`src/rtl/bdot_pkg.sv`:
```
package bdot_pkg;

  typedef enum logic {
    MODE_BIN = 1'b0,
    MODE_TER = 1'b1
  } mode_e;

  typedef enum logic [1:0] {
    ACT_SKIP = 2'd0,
    ACT_ADD  = 2'd1,
    ACT_SUB  = 2'd2
  } wact_e;

endpackage

```
`src/rtl/bdot_weight_decode.sv`:
```
module bdot_weight_decode
  import bdot_pkg::*;
(
  input  logic       mode,
  input  logic [1:0] wgt,
  output wact_e      action
);

  always_comb begin
    if (mode == MODE_BIN) begin
      action = wgt[0] ? ACT_ADD : ACT_SUB;
    end else begin
      unique case (wgt)
        2'b01:   action = ACT_ADD;
        2'b11:   action = ACT_SUB;
        default: action = ACT_SKIP;
      endcase
    end
  end

  always_comb begin
    if (mode == MODE_BIN) begin
      AST_BIN_NEVER_SKIPS: assert (action != ACT_SKIP);
    end
  end

endmodule

```
`src/rtl/bdot_sign_select.sv`:
```
module bdot_sign_select
  import bdot_pkg::*;
#(
  parameter int ACT_W = 8,
  parameter int ACC_W = 20
) (
  input  logic signed [ACT_W-1:0] act,
  input  wact_e                   action,
  output logic signed [ACC_W-1:0] term
);

  localparam int EXT_W = ACC_W - ACT_W;

  logic signed [ACC_W-1:0] widened;

  assign widened = {{EXT_W{act[ACT_W-1]}}, act};

  always_comb begin
    unique case (action)
      ACT_ADD: term = widened;
      ACT_SUB: term = -widened;
      default: term = '0;
    endcase
  end

endmodule

```
`src/rtl/bdot_accum.sv`:
```
module bdot_accum #(
  parameter int ACC_W   = 20,
  parameter int SCALE_W = 16
) (
  input  logic                    clk,
  input  logic                    rst,
  input  logic                    beat,
  input  logic                    last,
  input  logic signed [ACC_W-1:0] term,
  input  logic [SCALE_W-1:0]      scale,
  output logic signed [ACC_W-1:0] acc,
  output logic                    done,
  output logic [SCALE_W-1:0]      scale_q,
  output logic                    open
);

  always_ff @(posedge clk) begin
    if (rst) begin
      acc     <= '0;
      done    <= 1'b0;
      scale_q <= '0;
      open    <= 1'b0;
    end else begin
      done <= beat && last;
      if (beat) begin
        acc  <= open ? (acc + term) : term;
        open <= !last;
        if (last) begin
          scale_q <= scale;
        end
      end
    end
  end

endmodule

```
`src/rtl/bdot_scale_stage.sv`:
```
module bdot_scale_stage #(
  parameter int ACC_W   = 20,
  parameter int SCALE_W = 16
) (
  input  logic                          clk,
  input  logic                          rst,
  input  logic                          done,
  input  logic signed [ACC_W-1:0]       acc,
  input  logic [SCALE_W-1:0]            scale_q,
  output logic                          out_valid,
  output logic signed [ACC_W+SCALE_W-1:0] out_result
);

  localparam int RES_W  = ACC_W + SCALE_W;
  localparam int PROD_W = RES_W + 1;

  logic signed [SCALE_W:0]  scale_s;
  logic signed [PROD_W-1:0] product;

  assign scale_s = $signed({1'b0, scale_q});
  assign product = acc * scale_s;

  always_ff @(posedge clk) begin
    if (rst) begin
      out_valid  <= 1'b0;
      out_result <= '0;
    end else begin
      out_valid <= done;
      if (done) begin
        out_result <= product[RES_W-1:0];
      end
    end
  end

  AST_RESULT_HOLDS: assert property (@(posedge clk) disable iff (rst)
    !out_valid |-> $stable(out_result));

endmodule

```
`src/rtl/bdot_engine.sv`:
```
module bdot_engine
  import bdot_pkg::*;
#(
  parameter int ACT_W   = 8,
  parameter int ACC_W   = 20,
  parameter int SCALE_W = 16
) (
  input  logic                            clk,
  input  logic                            rst,
  input  logic                            mode,
  input  logic                            in_valid,
  input  logic                            in_last,
  input  logic signed [ACT_W-1:0]         in_act,
  input  logic [1:0]                      in_wgt,
  input  logic [SCALE_W-1:0]              scale,
  output logic                            out_valid,
  output logic signed [ACC_W+SCALE_W-1:0] out_result
);

  wact_e                   action;
  logic signed [ACC_W-1:0] term;
  logic signed [ACC_W-1:0] acc;
  logic [SCALE_W-1:0]      scale_q;
  logic                    done;
  logic                    open;

  bdot_weight_decode u_decode (
    .mode   (mode),
    .wgt    (in_wgt),
    .action (action)
  );

  bdot_sign_select #(.ACT_W(ACT_W), .ACC_W(ACC_W)) u_select (
    .act    (in_act),
    .action (action),
    .term   (term)
  );

  bdot_accum #(.ACC_W(ACC_W), .SCALE_W(SCALE_W)) u_accum (
    .clk     (clk),
    .rst     (rst),
    .beat    (in_valid),
    .last    (in_last),
    .term    (term),
    .scale   (scale),
    .acc     (acc),
    .done    (done),
    .scale_q (scale_q),
    .open    (open)
  );

  bdot_scale_stage #(.ACC_W(ACC_W), .SCALE_W(SCALE_W)) u_scale (
    .clk        (clk),
    .rst        (rst),
    .done       (done),
    .acc        (acc),
    .scale_q    (scale_q),
    .out_valid  (out_valid),
    .out_result (out_result)
  );

  AST_RESET_CLEARS: assert property (@(posedge clk)
    rst |=> (!out_valid && out_result == '0));

  AST_SKIP_KEEPS_SUM: assert property (@(posedge clk) disable iff (rst)
    (in_valid && open && action == ACT_SKIP) |=> acc == $past(acc));

  AST_FIRST_BEAT_CLEARS: assert property (@(posedge clk) disable iff (rst)
    (in_valid && !open && action == ACT_SKIP) |=> acc == '0);

  AST_IDLE_KEEPS_SUM: assert property (@(posedge clk) disable iff (rst)
    !in_valid |=> $stable(acc));

  AST_PULSE_FOLLOWS_LAST: assert property (@(posedge clk) disable iff (rst)
    out_valid |-> $past(in_valid && in_last, 2));

endmodule

```
`config.mk`:
```
export PLATFORM = sky130hd
export DESIGN_NAME = bdot_engine
export DESIGN_NICKNAME = d
export VERILOG_FILES = /design/src/rtl/bdot_pkg.sv /design/src/rtl/bdot_weight_decode.sv /design/src/rtl/bdot_sign_select.sv /design/src/rtl/bdot_accum.sv /design/src/rtl/bdot_scale_stage.sv /design/src/rtl/bdot_engine.sv
export SDC_FILE = /design/constraint.sdc
export NUM_CORES = 1
export LEC_CHECK = 0
export CAP_MARGIN = 25
export CELL_PAD_IN_SITES_DETAIL_PLACEMENT = 1
export CELL_PAD_IN_SITES_GLOBAL_PLACEMENT = 2
export CORE_ASPECT_RATIO = 0.8
export CORE_MARGIN = 2
export CORE_UTILIZATION = 25
export DETAILED_ROUTE_END_ITERATION = 12
export PLACE_DENSITY_LB_ADDON = 0.1
export SKIP_CTS_REPAIR_TIMING = 1
export SLEW_MARGIN = 5
export SYNTH_ARGS = -nofsm -noshare
export SYNTH_HDL_FRONTEND = slang
export SYNTH_SLANG_ARGS = --single-unit
```
`constraint.sdc`:
```
create_clock -name clk -period 8.6 [get_ports clk]
set_input_delay 2.58 -clock clk [delete_from_list [all_inputs] [get_ports clk]]
set_output_delay 2.58 -clock clk [all_outputs]
set_load 0.1 [all_outputs]
```
# --- Word level (Yosys, flattened, before mapping) ---
# Index checks and enable logic that the tools add are counted.
# W data, S select, Z words.
op_classes:
  n_lt_le_gt_ge: 0
  bitwise_logic: 0
  n_mul: 1
  eq_ne: 4
  add_sub_neg: 2
  shift: 0
  n_reduce_logical: 3
  div: 0
  muxes: 5
ops:
  columns: ["op", "count"]
  rows:
  - ["$pmux W20 S2", 1]
  - ["$mul A20 B17 Y36", 1]
  - ["$add A20 B20 Y20", 1]
  - ["$mux W20", 1]
  - ["$neg A8 Y20", 1]
  - ["$eq A2 B1 Y1 const B", 2]
  - ["$eq A2 B2 Y1 const B", 2]
  - ["$mux W2", 2]
  - ["$pmux W2 S2", 1]
  - ["$reduce_and A2 Y1", 1]
  - ["$logic_and A1 B1 Y1", 1]
  - ["$logic_not A1 Y1", 1]
word_totals:
  input_bits: 31
  word_cells: 21
  mem_bits_ro: 0
  mem_bits_rw: 0
  latch_bits: 0
  n_memories: 0
  out_inout_bits: 37
  regBits: 75

# --- Logic depth before layout (Yosys ltp) ---
# Gate-level depths: netlist of run 1.
logic_depth:
  ltp_word: 7
  ltp_mapped: 26
  depth_no_buf: 24

# --- Modules after synthesis ---
# From an unflattened synthesis of run 1, not the netlist that was laid out.
unflattened:
  cells_unflattened: 1854
  area_unflattened_um2: 16090.4
by_module_without_submodules:
  columns: ["mod", "area_per_inst_um2", "cells_per_inst", "n_inst"]
  rows:
  - ["bdot_scale_stage", 13221.4, 1509, 1]
  - ["bdot_accum", 2422.3, 275, 1]
  - ["bdot_sign_select", 422.9, 67, 1]
  - ["bdot_weight_decode", 23.8, 3, 1]

# --- Least setup slack after synthesis of run 1 ---
# OpenSTA, ideal clock, no wires.
synth_path:
  path_kind: "register to register"
  startpoint: "register u_accum.acc[19]"
  endpoint: "register u_scale.out_result[35]"
  required_time_ns: 8.514
  path_stages_with_launch: 22
  arrival_ns: 6.057
  slack_ns: 2.457
  path_buffers: 2
  path_cell_list: "dfxtp_1 clkbuf_1 clkbuf_1 nand2_1 fa_1 fa_1 inv_1 fa_1 fa_1 fa_1 inv_1 fa_1 inv_1 ha_1 and2_1 or2_2 a21oi_1 nor3b_1 o311a_1 o311ai_2 xnor2_1 a211oi_1"
synth_via:
  elab_chain_cells: 1
synth_lines:
  columns: ["element", "line_no", "text"]
  rows:
  - ["from (decl)", "bdot_accum.sv:11", "output logic signed [ACC_W-1:0] acc,"]
  - ["from (signal assigned)", "bdot_accum.sv:26", "acc <= open ? (acc + term) : term;"]
  - ["$mul A20 B17 Y36", "bdot_scale_stage.sv:21", "assign product = acc * scale_s;"]
  - ["to (signal assigned)", "bdot_scale_stage.sv:30", "out_result <= product[RES_W-1:0];"]
  - ["to (decl)", "bdot_scale_stage.sv:11", "output logic signed [ACC_W+SCALE_W-1:0] out_result"]
# No other way between the ends.
# A chain may end at the register's enable or synchronous reset.

# --- Final worst setup path of run 1 ---
layout_path:
  startpoint: "register u_accum.scale_q[3]"
  endpoint: "register u_scale.out_result[33]"
layout_via:
  elab_chain_cells: 1
layout_lines:
  columns: ["element", "line_no", "text"]
  rows:
  - ["from (decl)", "bdot_accum.sv:13", "output logic [SCALE_W-1:0] scale_q,"]
  - ["from (signal assigned)", "bdot_accum.sv:29", "scale_q <= scale;"]
  - ["$mul A20 B17 Y36", "bdot_scale_stage.sv:21", null]
# No other way between the ends.

==> summary.md, run 1 <==
| Metric | Value |
|---|---|
| WL final | `about 51,000 um` |
| Post-Synthesis Net Count | `around 2,300` |
| Ys flop type | `dfxtp_1` |
| Ys Warns | `0` |
| Worst setup SP type | `flip-flop` |
| Wire per inst | `approximately 19 um` |
| Proportion of layout cells with a drive suffix above 1 | `~4.2%` |
| Slew Limit Fails | `0` |
| Final #Nets | `~2,300` |
| Setup TNS | `0 ns` |
| Clock power share | `about a quarter` |
| Distinct cells, synth | `65` |
| Via density | `4.379` |
| RSZ-0062 raised after global routing | `false` |
| DRC Markers | `0` |
| Ys async rst share | `0%` |
| Fin crit period | `~7.0 ns` |
| Crit-path leading delay family | `adder cells` |
| Kind of critical path | `flip-flop to flip-flop` |
| Initial antenna violation count | `0` |
| Slowest stage delay, CP | `between 0.7 and 0.8 ns` |
| Worst path most repeated cell | `fa_1` |
| Starting density of the core | `between 20% and 30%` |
| Headroom to the max-slew limit | `between 30% and 40%` |
| Setup violations, final | `0` |
| Pre-Repair DR Iteration Count | `5` |
| Boundary Pins | `between 60 and 70` |
| TritonCTS buffer count | `9` |
| Clock sink total | `75` |
| Placer Congestion | `between 0.7 and 0.8` |
| Register area share after synthesis | `under 10%` |
| Tcrit/Tclk final | `between 80% and 90%` |
| Worst path cell trace | `buf_4 > and2_1 > inv_1 > fa_1 > fa_1 > inv_1 > fa_1 > fa_1 > fa_1 > inv_1 > fa_1 > inv_1 > ha_1 > and2_1 > or2_2 > a21oi_1 > nor3b_1 > o311a_1 > o31ai_1 > xor2_1 > mux2i_1 > nor2_1` |
| Die H | `approximately 230 um` |
| N_diodes | `0` |
| Largest fanout on the critical path | `14` |
| Syn_area_per_cell | `8.708 um^2` |
| Hpwl dp | `roughly 43,000 um` |
| Clock transition at the registers of the reported paths | `roughly 0.080 ns` |
| P_int | `870.2 uW` |
| Sequential power share | `26.3%` |
| Die X | `~280 um` |
| Max_cap viols | `0` |
| H-Tree Depth | `3` |
| CP endpoint kind | `flip-flop` |
| Most common cell after layout, fill and taps aside | `inv_1` |
| Post-Synthesis Cells | `about 1,800` |
| Switching Share | `a little under half` |
| Initial DRC Count | `roughly 440` |
| Wire length of the first global-routing pass | `between 80,000 and 90,000 um` |
| Flops & latches, synth | `75` |
| Rows | `around 80` |
| Critical path buffers and inverters | `5` |
| Commonest cells after routing, fill and taps aside | `416 x inv_1, 317 x fa_1, 240 x nand2_1` |
| EDFF count, synth | `0` |
| Area grow syn2layout | `12.81%` |
| Hold_ws | `~0.46 ns` |
| Clock latency on the worst-skew pair | `0.38 ns` |
| Outcome | `finished clean` |
| Slowest cell on the critical path | `fa_1` |
| Die ar. | `roughly 0.065 mm^2` |
| Crit path DAT | `between 7 and 8 ns` |
| Worst EP required | `between 8 and 9 ns` |
| Hold crit path type | `flip-flop to flip-flop` |
| I/O Buffers | `67` |
| Clock Path Buffers | `2` |
| Final hold vios | `0` |
| Static leakage | `between 0.008 and 0.009 uW` |
| Slew of the pin with the lowest slew margin | `1.013 ns` |
| Switching pwr | `between 700 and 800 uW` |
| Worst VDD drop | `slightly above 80 uV` |
| Peak Freq | `~140 MHz` |
| Largest net degree at the start of global routing | `a little under 70` |
| Remaining Overflow, GRT | `0` |
| CORE AREA | `roughly 0.062 mm^2` |
| Post-route ant nets | `0` |
| Via count | `between 10,000 and 15,000` |
| Combinational share of power | `approximately 50%` |
| Clk_skew | `roughly 0.022 ns` |
| Total power | `1639 uW` |
| CTS tree | `built` |
| P per Cell Area | `92.69 mW/mm^2` |
| Mapped Area | `between 0.015 and 0.02 mm^2` |
| GRT Total Usage | `approximately 17%` |
| Vias in the first global route | `between 10,000 and 15,000` |
| Clock root buffer | `clkbuf_16` |
## final cells by class
type                       instances  area [um^2]
tap                              840         1051
multi-input combinational       1229        12330
inverter                         417         1565
fill                            7295        44600
sequential                        75         1503
clock buffer                      11        232.7
timing repair buffer             107        965.9
clock inverter                     5        37.54
## through the flow
| stage | util (%) | setup slack (ns) | std cells | instance area (um^2) |
|---|---|---|---|---|
| 4_1_cts | 28.39 | 1.505 | 2684 | 17680 |
| 2_1_floorplan | - | 2.457 | 1800 | 15670 |
| 5_1_grt | 28.39 | 1.104 | 2684 | 17680 |
| 6_report | 28.39 | 1.553 | 2684 | 17680 |
| 3_5_place_dp | 27.96 | 1.491 | 2668 | 17410 |
| 3_3_place_gp | 27.96 | 1.526 | 2668 | 17410 |
## worst reg2reg max path, cell delays in order, from the launching register on
cell and delay, ns:
dfxtp_1 0.70, buf_4 0.27, and2_1 0.19, inv_1 0.07, fa_1 0.74, fa_1 0.50
inv_1 0.30, fa_1 0.52, fa_1 0.48, fa_1 0.53, inv_1 0.05, fa_1 0.48
inv_1 0.04, ha_1 0.34, and2_1 0.18, or2_2 0.27, a21oi_1 0.19, nor3b_1 0.24
o311a_1 0.33, o31ai_1 0.13, xor2_1 0.15, mux2i_1 0.15, nor2_1 0.05
## registers in the layout (all words and copies together) (netlist names)
register            count
u_accum.scale_q        16
u_scale.out_result     36
u_accum.open            1
u_accum.acc            20
u_accum.done            1
u_scale.out_valid       1
## kinds of logic after synthesis
group                    after synthesis  synth area share (%)
AO/OA/AOI/OAI                        208                 9.204
multiplexers                          23                 1.565
flip-flops                            75                 9.579
AND/OR/NAND/NOR                      519                 15.53
buffers and inverters                496                 11.89
adder cells (fa/ha/maj)              429                 49.43
XOR/XNOR                              50                 2.794
## routing by layer
metal / vias to the layer above / wire (um) / GRT usage [%]
met3: 29 / 692 / 1.610
met5: - / 0 / 0
met2: 80 / 25250 / 29.11
li1: 5534 / - / -
met1: 6110 / 24850 / 22.82
met4: 0 / 663 / 3.241
## final timing paths
check | from | to | slack, ns | depth (start not counted)
worst max-delay path | u_accum.scale_q[3]$_SDFFE_PP0P_ | u_scale.out_result[33]$_SDFFE_PP0P_ | 1.55 | 22
worst min-delay path | u_accum.open$_SDFFE_PP0P_ | u_accum.open$_SDFFE_PP0P_ | 0.46 | 1
worst max register to register | u_accum.scale_q[3]$_SDFFE_PP0P_ | u_scale.out_result[33]$_SDFFE_PP0P_ | 1.55 | 22
worst min register to register | u_accum.open$_SDFFE_PP0P_ | u_accum.open$_SDFFE_PP0P_ | 0.46 | 1
## power by group through the flow
| stage | Clock (uW) | Sequential, uW | Combinational, uW |
|---|---|---|---|
| floorplan | 0 | 453 | 528 |
| global placement | 0 | 441 | 835 |
| detailed placement | 0 | 442 | 838 |
| CTS | 412 | 434 | 842 |
| global route | 419 | 438 | 931 |
| finish | 392 | 431 | 816 |
## Yosys cell counts (17+ instances only)
cell type | number | area (um^2)
a21o_1 | 19 | 142.6
a21oi_1 | 58 | 290.3
and2_1 | 126 | 788.3
clkbuf_1 | 74 | 277.8
dfxtp_1 | 75 | 1501
fa_1 | 317 | 6346
ha_1 | 112 | 1401
inv_1 | 416 | 1562
mux2i_1 | 20 | 200.2
nand2_1 | 240 | 900.9
nor2_1 | 82 | 307.8
nor3_1 | 19 | 95.09
o21ai_0 | 18 | 90.09
xnor2_1 | 33 | 289.0
xor2_1 | 17 | 148.9
No activity file was read; power rests on OpenSTA's default activity.
==> inputs of run 2 (changes only) <==
Clock period 8.6 ns to 7.2 ns, I/O delays scaled along.
==> summary.md, run 2 (synthesis gave the netlist of run 1 again) <==
| Metric | Value |
|---|---|
| Pre-Repair DR Iteration Count | `4 (was 5)` |
| Hold depth | `2 (was 1)` |
| Kind of critical path | `flip-flop to flip-flop (unchanged)` |
| CP endpoint kind | `flip-flop (unchanged)` |
| Hold path start | `u_scale.out_result[0]$_SDFFE_PP0P_ (was u_accum.open$_SDFFE_PP0P_)` |
| Final #Nets | `2,322 (was 2,299)` |
| Via density | `4.356 (was 4.379)` |
| Clock sink total | `75 (unchanged)` |
| Slew Limit Fails | `0 (unchanged)` |
| Max_cap viols | `0 (unchanged)` |
| Most common cell after layout, fill and taps aside | `inv_1 (unchanged)` |
| Setup violations, final | `0 (unchanged)` |
| Switching pwr | `932.4 uW (was 768.8 uW)` |
| Worst path cell trace | `buf_12 > nand2_1 > fa_1 > inv_1 > fa_1 > inv_1 > fa_1 > inv_1 > fa_1 > fa_1 > inv_1 > fa_1 > inv_1 > ha_1 > a211o_1 > a311oi_1 > o21ai_1 > a22oi_2 > o21a_1 > o21ai_1 > a31oi_1 > mux2i_1 > o311ai_1 (was buf_4 > and2_1 > inv_1 > fa_1 > fa_1 > inv_1 > fa_1 > fa_1 > fa_1 > inv_1 > fa_1 > inv_1 > ha_1 > and2_1 > or2_2 > a21oi_1 > nor3b_1 > o311a_1 > o31ai_1 > xor2_1 > mux2i_1 > nor2_1)` |
| Area grow syn2layout | `14.14% (was 12.81%)` |
| Peak Freq | `148.5 MHz (was 141.9 MHz)` |
| Die ar. | `0.06473 mm^2 (unchanged)` |
| Slew of the pin with the lowest slew margin | `1.059 ns (was 1.013 ns)` |
| Final hold vios | `0 (unchanged)` |
| Vias in the first global route | `13,438 (was 13,502)` |
| Reg2reg start | `u_accum.scale_q[8]$_SDFFE_PP0P_ (was u_accum.scale_q[3]$_SDFFE_PP0P_)` |
| H-Tree Depth | `3 (unchanged)` |
| Crit-path leading delay family | `adder cells (unchanged)` |
| Post-route insts no fill | `2,709 (was 2,684)` |
| Wire per inst | `19.09 um (was 19.17 um)` |
| CTS tree | `built (unchanged)` |
| Largest net degree at the start of global routing | `66 (was 68)` |
| Hold crit path type | `flip-flop to flip-flop (unchanged)` |
| Tcrit/Tclk final | `93.54% (was 81.94%)` |
| Initial DRC Count | `344 (was 443)` |
| Post-route ant nets | `0 (unchanged)` |
| Reg2Reg Depth | `23 (was 22)` |
| Worst path most repeated cell | `fa_1 (unchanged)` |
| Boundary Pins | `68 (unchanged)` |
| Clock Path Buffers | `2 (unchanged)` |
| Worst setup SP type | `flip-flop (unchanged)` |
| Outcome | `finished clean (unchanged)` |
| Clock root buffer | `clkbuf_16 (unchanged)` |
| Die X | `283.9 um (unchanged)` |
| Initial antenna violation count | `1 (was 0)` |
| Largest fanout on the critical path | `11 (was 14)` |
| Switching Share | `46.77% (was 46.91%)` |
| Max reg flops | `36 (unchanged)` |
| Critical path buffers and inverters | `6 (was 5)` |
| Static leakage | `0.008608 uW (was 0.008486 uW)` |
| R2R Path End | `u_scale.out_result[29]$_SDFFE_PP0P_ (was u_scale.out_result[33]$_SDFFE_PP0P_)` |
| GRT Total Usage | `16.84% (was 16.80%)` |
| Combinational share of power | `50.3% (was 49.8%)` |
| Worst VDD drop | `86.63 uV (was 80.44 uV)` |
| DRC Markers | `0 (unchanged)` |
| Headroom to the max-slew limit | `29.17% (was 32.22%)` |
| Proportion of layout cells with a drive suffix above 1 | `5.517% (was 4.176%)` |
| P_int | `1061 uW (was 870.2 uW)` |
| Clock transition at the registers of the reported paths | `0.08 ns (about the same)` |
| Setup TNS | `0 ns (unchanged)` |
| Clock power share | `24.5% (was 23.9%)` |
| Hpwl dp | `43,450 um (was 43,180 um)` |
| TritonCTS buffer count | `9 (unchanged)` |
| Remaining Overflow, GRT | `0 (unchanged)` |
| Biggest regs | `u_scale.out_result: 36 flops, u_accum.acc: 20 flops, u_accum.scale_q: 16 flops (unchanged)` |
| Reg-to-reg setup timing slack | `0.47 ns (was 1.55 ns)` |
| Total power | `1994 uW (was 1639 uW)` |
| Worst EP required | `7.44 ns (was 8.84 ns)` |
| CORE AREA | `0.06228 mm^2 (unchanged)` |
| Largest register by flop count | `u_scale.out_result (unchanged)` |
| Starting density of the core | `25.17% (unchanged)` |
| Rows | `82 (unchanged)` |
| Via count | `11,800 (was 11,753)` |
| Hold EP | `u_scale.out_result[0]$_SDFFE_PP0P_ (was u_accum.open$_SDFFE_PP0P_)` |
| Fin crit period | `6.735 ns (was 7.047 ns)` |
| Clock latency on the worst-skew pair | `0.38 ns (about the same)` |
| RSZ-0062 raised after global routing | `false (unchanged)` |
| Slowest stage delay, CP | `0.75 ns (was 0.74 ns)` |
| Hold_ws | `0.4825 ns (was 0.4597 ns)` |
| Clk_skew | `0.01684 ns (was 0.02201 ns)` |
| Fillers | `7,316 (was 7,295)` |
| Sequential power share | `25.2% (was 26.3%)` |
| Commonest cells after routing, fill and taps aside | `416 x inv_1, 317 x fa_1, 240 x nand2_1 (unchanged)` |
| Crit path DAT | `6.97 ns (was 7.28 ns)` |
| Wire length of the first global-routing pass | `82,170 um (was 82,040 um)` |
| Slowest cell on the critical path | `dfxtp_1 (was fa_1)` |
| P per Cell Area | `111.4 mW/mm^2 (was 92.69 mW/mm^2)` |
| Placer Congestion | `0.7738 (was 0.7567)` |
| Cells after DPL | `2,691 (was 2,668)` |
| Die H | `228.0 um (unchanged)` |
| I/O Buffers | `67 (unchanged)` |
| WL final | `51,700 um (was 51,460 um)` |
## run 2: changes by cell type in the layout (fill, tap and decap cells not counted), sizes merged
cell / previous run / this run
buf: 41 / 64
clkinv: 3 / 1
clkinvlp: 2 / 4
diode: 0 / 2
clkbuf: 11 / 10
inv: 417 / 418
## run 2: layout make-up
cell class | instances | area, um^2 | share of cell area, %
inverter | 417 | 1565 | 8.749
timing repair buffer | 130 | 1151 | 6.434
clock buffer | 10 | 239.0 | 1.336
multi-input combinational | 1229 | 12330 | 68.90
sequential | 75 | 1504 | 8.407
antenna | 2 | 5.005 | 0.02798
clock inverter | 6 | 47.55 | 0.2658
tap | 840 | 1051 | 5.875
## run 2: power by group through the flow
| stage | clock network, uW | registers (uW) | logic, uW |
|---|---|---|---|
| 2_1_floorplan | 0 | 541 | 630 |
| 3_3_place_gp | 0 | 514 | 1030 |
| 3_5_place_dp | 0 | 515 | 1030 |
| 4_1_cts | 520 | 506 | 1040 |
| 5_1_grt | 528 | 510 | 1140 |
| 6_report | 489 | 502 | 1000 |
## run 2: through the flow
stage	util (%)	area, um^2	worst slack [ns]
4_1_cts	28.72	17880	0.3989
5_1_grt	28.72	17880	0.1103
3_3_place_gp	28.26	17600	0.5188
3_5_place_dp	28.26	17600	0.4267
6_report	28.73	17890	0.4652
2_1_floorplan	-	15670	1.057
## run 2: worst max-delay path by stage
stage | startpoint | end | cells past startpoint
final | u_accum.scale_q[8]$_SDFFE_PP0P_ | u_scale.out_result[29]$_SDFFE_PP0P_ | 23
after global routing | u_accum.scale_q[8]$_SDFFE_PP0P_ | u_scale.out_result[26]$_SDFFE_PP0P_ | 22
after CTS | u_accum.acc[7]$_SDFFE_PP0P_ | u_scale.out_result[28]$_SDFFE_PP0P_ | 21
after detailed placement | u_accum.acc[7]$_SDFFE_PP0P_ | u_scale.out_result[28]$_SDFFE_PP0P_ | 21
after global placement | u_accum.acc[7]$_SDFFE_PP0P_ | u_scale.out_result[28]$_SDFFE_PP0P_ | 21
after floorplan | u_accum.acc[19]$_SDFFE_PP0P_ | u_scale.out_result[35]$_SDFFE_PP0P_ | 21
## run 2: worst min-delay path, stage by stage (launching register included)
cell	delay, ns
dfxtp_1	0.32
nand2_1	0.06
a21oi_1	0.05
## run 2: metal layers
metal  wire [um]  GRT usage, %  vias to the layer above
li1            -             -                     5583
met1       24410         22.52                     6139
met2       26060         30.12                       64
met3         864         1.600                       14
met4         366         2.183                        0
met5           0             0                        -
